--- config.mk ---
export PLATFORM = sky130hd
export DESIGN_NAME = lane_parity_port
export DESIGN_NICKNAME = d
export VERILOG_FILES = /design/src/rtl/lane_parity_pkg.sv /design/src/rtl/lp_lane_check.sv /design/src/rtl/lp_lane_gen.sv /design/src/rtl/lp_out_reg.sv /design/src/rtl/lane_parity_port.sv
export SDC_FILE = /design/constraint.sdc
export NUM_CORES = 1
export LEC_CHECK = 0
export BUFFER_PORTS_ARGS = -buffer_cell sky130_fd_sc_hd__buf_4
export CAP_MARGIN = 40
export CORE_AREA = 2 2 101 103
export DETAILED_ROUTE_END_ITERATION = 6
export DIE_AREA = 0 0 103 105
export PLACE_DENSITY = 0.77
export SETUP_SLACK_MARGIN = 0.2
export SLEW_MARGIN = 20
export SYNTH_ARGS = -nofsm -noshare
export SYNTH_HDL_FRONTEND = slang
export SYNTH_HIERARCHICAL = 1
export SYNTH_SLANG_ARGS = --single-unit
--- constraint.sdc ---
create_clock -name clk -period 1.84 [get_ports clk]
set_clock_uncertainty 0.1 [all_clocks]
set_input_delay 0.184 -clock clk [delete_from_list [all_inputs] [get_ports clk]]
set_output_delay 0.184 -clock clk [all_outputs]
set_load 0.02 [all_outputs]
--- src/rtl/lane_parity_pkg.sv ---
package lane_parity_pkg;
  localparam int unsigned LP_LANE_W = 9;
  localparam int unsigned LP_DATA_W = LP_LANE_W - 1;

  // Parity bit that completes a lane: even -> XOR of data, odd -> inverted.
  function automatic logic lp_gen_bit(input logic [LP_DATA_W-1:0] d, input logic odd);
    return (^d) ^ odd;
  endfunction

  // A lane fails when its full XOR disagrees with the selected sense.
  function automatic logic lp_lane_bad(input logic [LP_LANE_W-1:0] lane, input logic odd);
    return (^lane) ^ odd;
  endfunction
endpackage

--- src/rtl/lp_lane_check.sv ---
module lp_lane_check #(
  parameter int unsigned LANES = 4
) (
  input  logic [LANES*lane_parity_pkg::LP_LANE_W-1:0] word,
  input  logic                                         odd,
  output logic [LANES-1:0]                             lane_fail
);
  import lane_parity_pkg::*;

  for (genvar g = 0; g < LANES; g++) begin : g_lane
    assign lane_fail[g] = lp_lane_bad(word[g*LP_LANE_W +: LP_LANE_W], odd);
  end
endmodule

--- src/rtl/lp_lane_gen.sv ---
module lp_lane_gen #(
  parameter int unsigned LANES = 4
) (
  input  logic [LANES*lane_parity_pkg::LP_LANE_W-1:0] word_in,
  input  logic                                         odd,
  input  logic                                         enable,
  output logic [LANES*lane_parity_pkg::LP_LANE_W-1:0] word_out
);
  import lane_parity_pkg::*;

  for (genvar g = 0; g < LANES; g++) begin : g_lane
    localparam int unsigned BASE = g * LP_LANE_W;
    logic [LP_DATA_W-1:0] data;
    assign data = word_in[BASE +: LP_DATA_W];
    assign word_out[BASE +: LP_DATA_W] = data;
    assign word_out[BASE + LP_DATA_W] = enable ? lp_gen_bit(data, odd)
                                               : word_in[BASE + LP_DATA_W];
  end
endmodule

--- src/rtl/lp_out_reg.sv ---
module lp_out_reg #(
  parameter int unsigned W = 36
) (
  input  logic         clk,
  input  logic         rst_n,
  input  logic         load,
  input  logic [W-1:0] d,
  output logic [W-1:0] q
);
  always_ff @(posedge clk or negedge rst_n) begin
    if (!rst_n)    q <= '0;
    else if (load) q <= d;
  end
endmodule

--- src/rtl/lane_parity_port.sv ---
module lane_parity_port #(
  parameter int unsigned LANES = 4,
  localparam int unsigned W = LANES * lane_parity_pkg::LP_LANE_W
) (
  input  logic         clk,
  input  logic         rst_n,
  input  logic         cs_n,
  input  logic         xfer_en,
  input  logic         wr_sel,
  input  logic         mbox_sel,
  input  logic         gen_en,
  input  logic         odd_sel,
  input  logic [W-1:0] bus_in,
  input  logic [W-1:0] fifo_rd_data,
  input  logic [W-1:0] mbox_data,
  output logic         store_en,
  output logic [W-1:0] store_data,
  output logic [W-1:0] fifo_out,
  output logic [W-1:0] mbox_out,
  output logic [W-1:0] port_out,
  output logic         perr_n
);
  // Decoded port events, brought out as named wires for the checker.
  logic             active;
  logic             rd_sel;
  logic             fifo_rd;
  logic             mbox_gen_rd;
  logic [LANES-1:0] lane_fail;
  logic [W-1:0]     fifo_gen;

  assign active      = !cs_n && xfer_en;
  assign rd_sel      = active && !wr_sel;
  assign fifo_rd     = rd_sel && !mbox_sel;
  assign mbox_gen_rd = rd_sel && mbox_sel && gen_en;
  assign store_en    = active && wr_sel;
  assign store_data  = bus_in;

  lp_lane_check #(.LANES(LANES)) u_check (
    .word      (bus_in),
    .odd       (odd_sel),
    .lane_fail (lane_fail)
  );

  // Shared tree: a generating mailbox read masks the check result.
  assign perr_n = mbox_gen_rd ? 1'b1 : ~|lane_fail;

  lp_lane_gen #(.LANES(LANES)) u_gen_fifo (
    .word_in  (fifo_rd_data),
    .odd      (odd_sel),
    .enable   (gen_en),
    .word_out (fifo_gen)
  );

  lp_out_reg #(.W(W)) u_out_reg (
    .clk   (clk),
    .rst_n (rst_n),
    .load  (fifo_rd),
    .d     (fifo_gen),
    .q     (fifo_out)
  );

  lp_lane_gen #(.LANES(LANES)) u_gen_mbox (
    .word_in  (mbox_data),
    .odd      (odd_sel),
    .enable   (gen_en),
    .word_out (mbox_out)
  );

  assign port_out = mbox_sel ? mbox_out : fifo_out;
endmodule

==> run_results.csv, run 1 <==
group,metric,value,unit
layout,fin_nets,630,
critical_path,required,1560,ps
drt,wl_per_cell,17.3,microns
global_routing,grt_max_degree,37,
layout,layout-drive-gt1-share,78.4,%
yosys,synth_top_flop_cell,"dfrtp_1",
layout,top_register,"u_out_reg/q",
drt,drt_wl_total,11.2,mm
cts,cts_tree,"yes",
timing,max_clock_freq,0.514,GHz
status,violations,"setup timing",
yosys,synthDominantCellAreaShare,23.3,%
timing,tightest_slew,496,ps
critical_path,critPathLaunchType,"primary input",
power_and_ir_drop,p_per_area,786,mW/mm^2
cts,clkSlewWorstSetupHoldPaths,70,ps
global_routing,grt_overflow,0,
timing,setup_viol,6,
yosys,yosysWarnings,6,
place,dpl.cell_count,634,
place,placed_cell_area,0.00544,sq mm
cts,cts_made_buffers,5,
yosys,synth.cell_area,0.00386,sq mm
drt,via_per_inst,4.48,
yosys,avgSynthCellArea,12.1,sq um
yosys,synthArstFlopShare,100,%
critical_path,worstPathMaxFanout,2,
timing,setup_ws,-106,ps
die,die_area,0.0108,sq mm
timing,hold_violations,0,
power_and_ir_drop,p_leak,0.00295,uW
timing,final_max_slew_viol_count,0,
global_routing,grt_pass1_wl,15.8,mm
place,hpwl,8.74,mm
yosys,yosysMostFrequentCell,"buf_4",
layout,diodes,0,
critical_path,critPathKind,"in -> out",
yosys,ys_seq_elements,36,
timing,timing.final.crit_period,1950,ps
die,core_area,0.00964,sq mm
worst_hold_path,holdCritPathClass,"in -> reg",
layout,largest_reg_flops,36,
die,die_x,103,microns
status,status,"complete, but fails checks",
critical_path,crit_path_end_kind,"primary output",
die,die_h,105,microns
drt,ant_nets,0,
layout,area_delta_synth_final,50.6,%
yosys,synth.area.top_cells,"dfrtp_1 23%, buf_4 19%, mux2_4 19%",
cts,cts.sinks,36,
die,io_pins,262,
yosys,synth_edf_count,0,
power_and_ir_drop,vdd_ir_drop_max,439,uV
die,initial_core_util,40.0,%
cts,clockRootBuffer,"clkbuf_8",
yosys,synth_area_leader_cell,"dfrtp_1",
timing,rsz0062_at_grt,"true",
layout,final_cells,647,
timing,finalCritPeriodShare,106,%
run,maxCapViolCount,0,
layout,fin_area,0.00581,sq mm
yosys,netlist_instances,320,
drt,drt_iter0_markers,70,
die,rows,36,
layout,n_fill_cell,783,
yosys,synth_seq_area_share,23.3,%
yosys,synthDistinctLibCells,17,
layout,reg_top3,"u_out_reg/q (36)",
yosys,synth_commonest_cells,"100 x buf_4, 64 x xnor2_1, 48 x mux2_4, 36 x dfrtp_1, 32 x mux2_2",
place,gp_congestion,0.805,
global_routing,grt_usage,19.0,%
global_routing,antenna_found_initial,0,
drt,drc,0,
global_routing,grt_pass1_vias,3009,
cts,clk_path_buf_depth,2,
drt,drtPass1Iterations,4,
timing,max-slew-margin-rel,66.9,%
cts,clock_latency,280,ps
drt,vias,2898,
yosys,syn_nets,436,
critical_path,crit_arrival,1660,ps
cts,ctsHtreeMaxLevel,2,
place,port_buffers,261,
[area by class of cell]
cell class	count	area (sq um)	share of cell area [%]
flip-flops and latches	36	901	15.5
well taps	133	166	2.86
clock inverters	1	5.00	0.0862
clock buffers	6	72.6	1.25
repair buffers	298	2400	41.3
multi-input cells	173	2260	39.0
[worst max-delay path, stage by stage]
cell	delay, ps
buf_8	110
xnor2_4	150
xnor3_1	420
xnor2_1	140
mux2_4	270
mux2_4	260
buf_6	130
[through the flow]
stage / util [%] / hold slack [ps] / total power [uW] / worst slack [ps] / setup TNS [ps]
global placement: 56.5 / 74.7 / 3840 / -140 / -582
detailed placement: 56.5 / 90.0 / 3890 / -138 / -610
CTS: 58.8 / 31.7 / 4550 / -107 / -559
global route: 60.3 / 23.2 / 4810 / -136 / -708
finish: 60.3 / 45.6 / 4570 / -106 / -476
floorplan: - / -212 / 2890 / 124 / 0
[cell usage in the layout (no fill, tap or decap)]
cell type and count:
buf_4 269, mux2_4 54, xnor2_1 51, dfrtp_1 36
mux2_2 26, buf_6 17, xnor2_2 13, xnor3_1 12
buf_8 8, xor2_1 8, clkbuf_8 5, xnor2_4 4
buf_12 3, nor3b_1 1, nor4_2 1, a31o_2 1
nor2b_4 1, and3b_1 1, clkbuf_1 1, clkinv_2 1
dlygate4sd3_1 1
[timing repair]
action                                  4_1_cts  5_1_grt
setup buffers                                 3        2
gates resized for setup                      24       23
endpoints found under the setup margin        9        9
hold endpoints to repair                     36        0
hold buffers                                  1        0
pin swaps                                    14       16
[logic make-up after synthesis]
group,count (synthesis),share of synthesized area [%]
and+or+nand+nor,4,0.746
AOI/OAI and AO/OA,1,0.227
xor gates and xnor gates,88,25.0
DFF,36,23.3
muxes,80,28.0
buffers and inverters,111,22.6
[final timing paths]
path	cells after the start	slack, ps	start	endpoint
worst min register to register	1	450	u_out_reg/q[1]	u_out_reg/q[1]
worst max register to register	1	920	u_out_reg/q[29]	u_out_reg/q[29]
max in group asynchronous	2	980	rst_n	u_out_reg/q[4]
worst min-delay path	2	50	fifo_rd_data[6]	u_out_reg/q[6]
min in group asynchronous	2	320	rst_n	u_out_reg/q[23]
worst max-delay path	7	-110	mbox_data[23]	port_out[26]
[per-layer routing]
layer	share of wire (%)	GRT usage [%]	vias up
met5	0	0	-
met3	8.4	4.55	12
met4	1.8	5.17	0
met1	34	19.4	1395
met2	55	37.0	146
li1	-	-	1345
[where the power goes]
| part | switching, uW | leakage, uW | internal (uW) | total (uW) |
|---|---|---|---|---|
| logic | 1240 | 0.00248 | 1630 | 2870 |
| registers | 178 | 0.000432 | 985 | 1160 |
| clock network | 276 | 0.0000410 | 258 | 534 |
| total | 1700 | 0.00295 | 2870 | 4570 |
No activity file was read; power rests on OpenSTA's default activity.
==> run 2: changes to the inputs <==
Settings changed: MAX_ROUTING_LAYER from default to met4.
==> run_results.csv, run 2 (synthesized netlist as in run 1, its figures left out) <==
group,metric,value,unit
drt,drt_iter0_markers,80,
critical_path,required,1560,ps
place,gp_congestion,0.817,
critical_path,slowest_stage,"xnor3_1",
timing,final_max_slew_viol_count,0,
drt,drt_wl_total,11.2,mm
layout,diodes,0,
global_routing,grt_pass1_vias,3010,
cts,clockRootBuffer,"clkbuf_8",
cts,clock_latency,280,ps
critical_path,max_stage_delay,420,ps
die,io_pins,262,
timing,tightest_slew,493,ps
critical_path,critPathLaunch,"mbox_data[23]",
status,status,"complete, but fails checks",
status,violations,"setup timing",
global_routing,grt_max_degree,37,
critical_path,critical_path.top_delay_family,"XOR/XNOR gates",
place,dpl.cell_count,634,
critical_path,critPathLaunchType,"primary input",
layout,reg_top3,"u_out_reg/q (36)",
worst_hold_path,holdPathStages,2,
cts,clkSlewWorstSetupHoldPaths,70,ps
drt,wl_per_cell,17.3,microns
power_and_ir_drop,totalPowerFinal,4570,uW
critical_path,worstPathMaxFanout,2,
drt,drtPass1Iterations,4,
power_and_ir_drop,p_per_area,787,mW/mm^2
timing,finalCritPeriodShare,106,%
power_and_ir_drop,p_leak,0.00295,uW
timing,setup_ws,-106,ps
place,preCtsSetupSlack,-138,ps
cts,clk_path_buf_depth,2,
critical_path,path_depth,7,
die,die_area,0.0108,sq mm
global_routing,grt_overflow,0,
place,placed_cell_area,0.00544,sq mm
layout,fin_area,0.00581,sq mm
die,core_area,0.00964,sq mm
die,rows,36,
critical_path,r2r_cells,1,
timing,max_clock_freq,0.514,GHz
die,initial_core_util,40.0,%
layout,final_cells,647,
die,die_x,103,microns
critical_path,r2r-start,"u_out_reg/q[29]",
layout,regArea,901,sq um
worst_hold_path,holdCritPathClass,"in -> reg",
layout,layout-drive-gt1-share,78.4,%
layout,n_fill_cell,783,
layout,top_register,"u_out_reg/q",
layout,layout.cells.most_common,"buf_4",
layout,multi_input_comb_area,0.00226,sq mm
global_routing,grt_pass1_wl,15.8,mm
cts,cts_tree,"yes",
worst_hold_path,hp-start,"fifo_rd_data[6]",
drt,drc,0,
timing,hold_violations,0,
critical_path,crit_arrival,1660,ps
critical_path,path_cells,"buf_8 -> xnor2_4 -> xnor3_1 -> xnor2_1 -> mux2_4 -> mux2_4 -> buf_6",
place,hpwl,8.74,mm
die,die_h,105,microns
timing,setup_viol,6,
layout,area_delta_synth_final,50.6,%
critical_path,worst_path_most_repeated_cell,"mux2_4",
drt,via_per_inst,4.47,
critical_path,crit_buf_inv,2,
critical_path,critPathKind,"in -> out",
layout,largest_reg_flops,36,
timing,timing.final.crit_period,1950,ps
drt,ant_nets,0,
power_and_ir_drop,vdd_ir_drop_max,441,uV
layout,layout_common_cells,"269 x buf_4, 54 x mux2_4, 51 x xnor2_1",
place,port_buffers,261,
cts,cts.sinks,36,
timing,max-slew-margin-rel,67.1,%
layout,fin_nets,630,
run,maxCapViolCount,0,
global_routing,antenna_found_initial,0,
global_routing,grt_usage,19.5,%
drt,vias,2892,
cts,ctsHtreeMaxLevel,2,
critical_path,crit_path_end_kind,"primary output",
cts,cts_made_buffers,5,
timing,rsz0062_at_grt,"true",
[run 2: cell counts in the layout (fill, tap and decap cells not counted)]
No cell type changed its count.
[run 2: final cells by class]
cell class	instances	area share, %
clock buffer	6	1.25
clock inverter	1	0.0862
multi-input combinational	173	39.0
sequential	36	15.5
tap	133	2.86
timing repair buffer	298	41.3
[run 2: per-stage QoR]
stage / util [%] / TNS, ps / hold WS, ps
floorplan: - / 0 / -212
global placement: 56.5 / -582 / 74.7
detailed placement: 56.5 / -610 / 90.0
CTS: 58.8 / -559 / 31.7
global route: 60.3 / -707 / 23.2
finish: 60.3 / -477 / 43.9
[run 2: path summary, 6_finish.rpt]
check | end | slack, ps
max | port_out[26] | -110
max in group asynchronous | u_out_reg/q[4] | 990
max reg2reg | u_out_reg/q[29] | 930
min | u_out_reg/q[6] | 40
min reg2reg | u_out_reg/q[1] | 450
min in group asynchronous | u_out_reg/q[23] | 320
[run 2: routing by layer]
layer	share of wire, %	vias to the layer above	wire [microns]	GRT usage, %
met4	1.8	0	200	5.17
li1	-	1345	-	-
met1	35	1392	3880	19.7
met3	8.0	12	892	3.95
met2	56	143	6220	37.0
met5	0	-	0	-
[run 2: report_power, final]
part	internal, uW	switching [uW]
clock	258	276
sequential	985	180
combinational	1630	1240
[run 2: timing repair]
item	in CTS	in global routing
pin swaps	14	16
gates cloned	0	0
hold buffers	1	0
setup buffers	3	2
endpoints found under the hold margin	36	0
setup endpoints to repair	9	9
gates resized for setup	24	23
==> run 3: changes to the inputs <==
Settings changed: SKIP_LAST_GASP from default to 1.
==> run_results.csv, run 3 (synthesized netlist as in run 1, its figures left out) <==
group,metric,value,unit
timing,rsz0062_at_grt,"true",
timing,timing.final.crit_period,1940,ps
die,core_area,0.00964,sq mm
die,die_area,0.0108,sq mm
critical_path,required,1560,ps
timing,tightest_slew,481,ps
layout,diodes,0,
place,port_buffers,261,
worst_hold_path,holdCritPathClass,"in -> reg",
layout,layout-drive-gt1-share,78.2,%
power_and_ir_drop,vdd_ir_drop_max,440,uV
layout,final_cells,646,
critical_path,path_cells,"buf_4 -> xnor2_1 -> xnor3_1 -> xnor2_1 -> mux2_4 -> mux2_4 -> buf_6",
place,preCtsSetupSlack,-138,ps
timing,hold_violations,0,
cts,clock_latency,280,ps
drt,wl_per_cell,17.0,microns
timing,setup_ws,-101,ps
drt,vias,2874,
critical_path,max_stage_delay,350,ps
run,maxCapViolCount,0,
global_routing,grt_usage,19.4,%
cts,clkSlewWorstSetupHoldPaths,70,ps
critical_path,critPathLaunchType,"primary input",
drt,drt_wl_total,11.0,mm
cts,cts.sinks,36,
cts,clockRootBuffer,"clkbuf_8",
timing,setup_viol,6,
global_routing,grt_pass1_wl,15.7,mm
critical_path,critPathKind,"in -> out",
cts,cts_tree,"yes",
drt,drt_iter0_markers,98,
die,rows,36,
timing,max_clock_freq,0.515,GHz
place,dpl.cell_count,634,
cts,ctsHtreeMaxLevel,2,
status,status,"complete, but fails checks",
place,gp_congestion,0.817,
die,initial_core_util,40.0,%
die,die_h,105,microns
global_routing,grt_pass1_vias,3010,
critical_path,critical_path.top_delay_family,"XOR/XNOR gates",
timing,final_max_slew_viol_count,0,
cts,cts_made_buffers,5,
drt,via_per_inst,4.45,
layout,top_register,"u_out_reg/q",
timing,finalCritPeriodShare,106,%
cts,clk_path_buf_depth,2,
critical_path,slowest_stage,"xnor3_1",
power_and_ir_drop,totalPowerFinal,4540,uW
global_routing,antenna_found_initial,0,
critical_path,worstPathMaxFanout,2,
die,io_pins,262,
layout,reg_top3,"u_out_reg/q (36)",
place,hpwl,8.74,mm
drt,drc,0,
global_routing,grt_max_degree,37,
layout,layout_common_cells,"268 x buf_4, 54 x mux2_4, 52 x xnor2_1",
critical_path,crit_path_end_kind,"primary output",
layout,fin_nets,629,
power_and_ir_drop,p_leak,0.00294,uW
critical_path,crit_buf_inv,2,
power_and_ir_drop,p_per_area,787,mW/mm^2
drt,drtPass1Iterations,4,
layout,layout.cells.most_common,"buf_4",
status,violations,"setup timing",
die,die_x,103,microns
layout,area_delta_synth_final,49.6,%
layout,largest_reg_flops,36,
global_routing,grt_overflow,0,
timing,max-slew-margin-rel,67.9,%
critical_path,crit_arrival,1660,ps
drt,ant_nets,0,
[run 3: per-stage QoR]
step | util, % | hold WS, ps | setup TNS [ps] | instance area [sq um]
after detailed placement | 56.5 | 90.0 | -610 | 5440
after global placement | 56.5 | 74.7 | -582 | 5440
after floorplan | - | -212 | 0 | 3910
after CTS | 58.7 | 31.7 | -576 | 5660
after global routing | 59.9 | 23.2 | -690 | 5770
final | 59.9 | 44.4 | -426 | 5770
[run 3: metal layers]
| layer | GRT usage, % | up-vias | share of wire [%] |
|---|---|---|---|
| met2 | 36.9 | 144 | 56 |
| li1 | - | 1343 | - |
| met4 | 5.17 | 0 | 1.9 |
| met5 | - | - | 0 |
| met1 | 19.7 | 1375 | 34 |
| met3 | 4.01 | 12 | 8.2 |
[run 3: worst paths after layout]
path                                       from              end  slack [ps]  cells after the start
max in group asynchronous                 rst_n   u_out_reg/q[4]        1000                      2
worst max register to register  u_out_reg/q[29]  u_out_reg/q[29]         930                      1
worst max-delay path              mbox_data[34]     port_out[35]        -100                      7
worst min-delay path            fifo_rd_data[6]   u_out_reg/q[6]          40                      2
worst min register to register   u_out_reg/q[1]   u_out_reg/q[1]         450                      1
min in group asynchronous                 rst_n  u_out_reg/q[23]         310                      2
[run 3: layout make-up]
type                    instances  area (sq um)
well taps                     133           166
multi-input cells             173          2230
repair buffers                297          2390
clock inverters                 1          5.00
fillers                       793          3870
clock buffers                   6          72.6
flip-flops and latches         36           901
[run 3: repair_timing]
action	in CTS	in global routing
hold buffers	1	0
resized for setup	23	21
setup buffers	3	1
hold endpoints to repair	36	0
pin swaps	12	17
setup endpoints to repair	9	9
[run 3: where the power goes]
part / switching, uW / internal [uW] / total [uW]
sequential: 178 / 985 / 1160
clock: 275 / 258 / 533
combinational: 1230 / 1620 / 2850
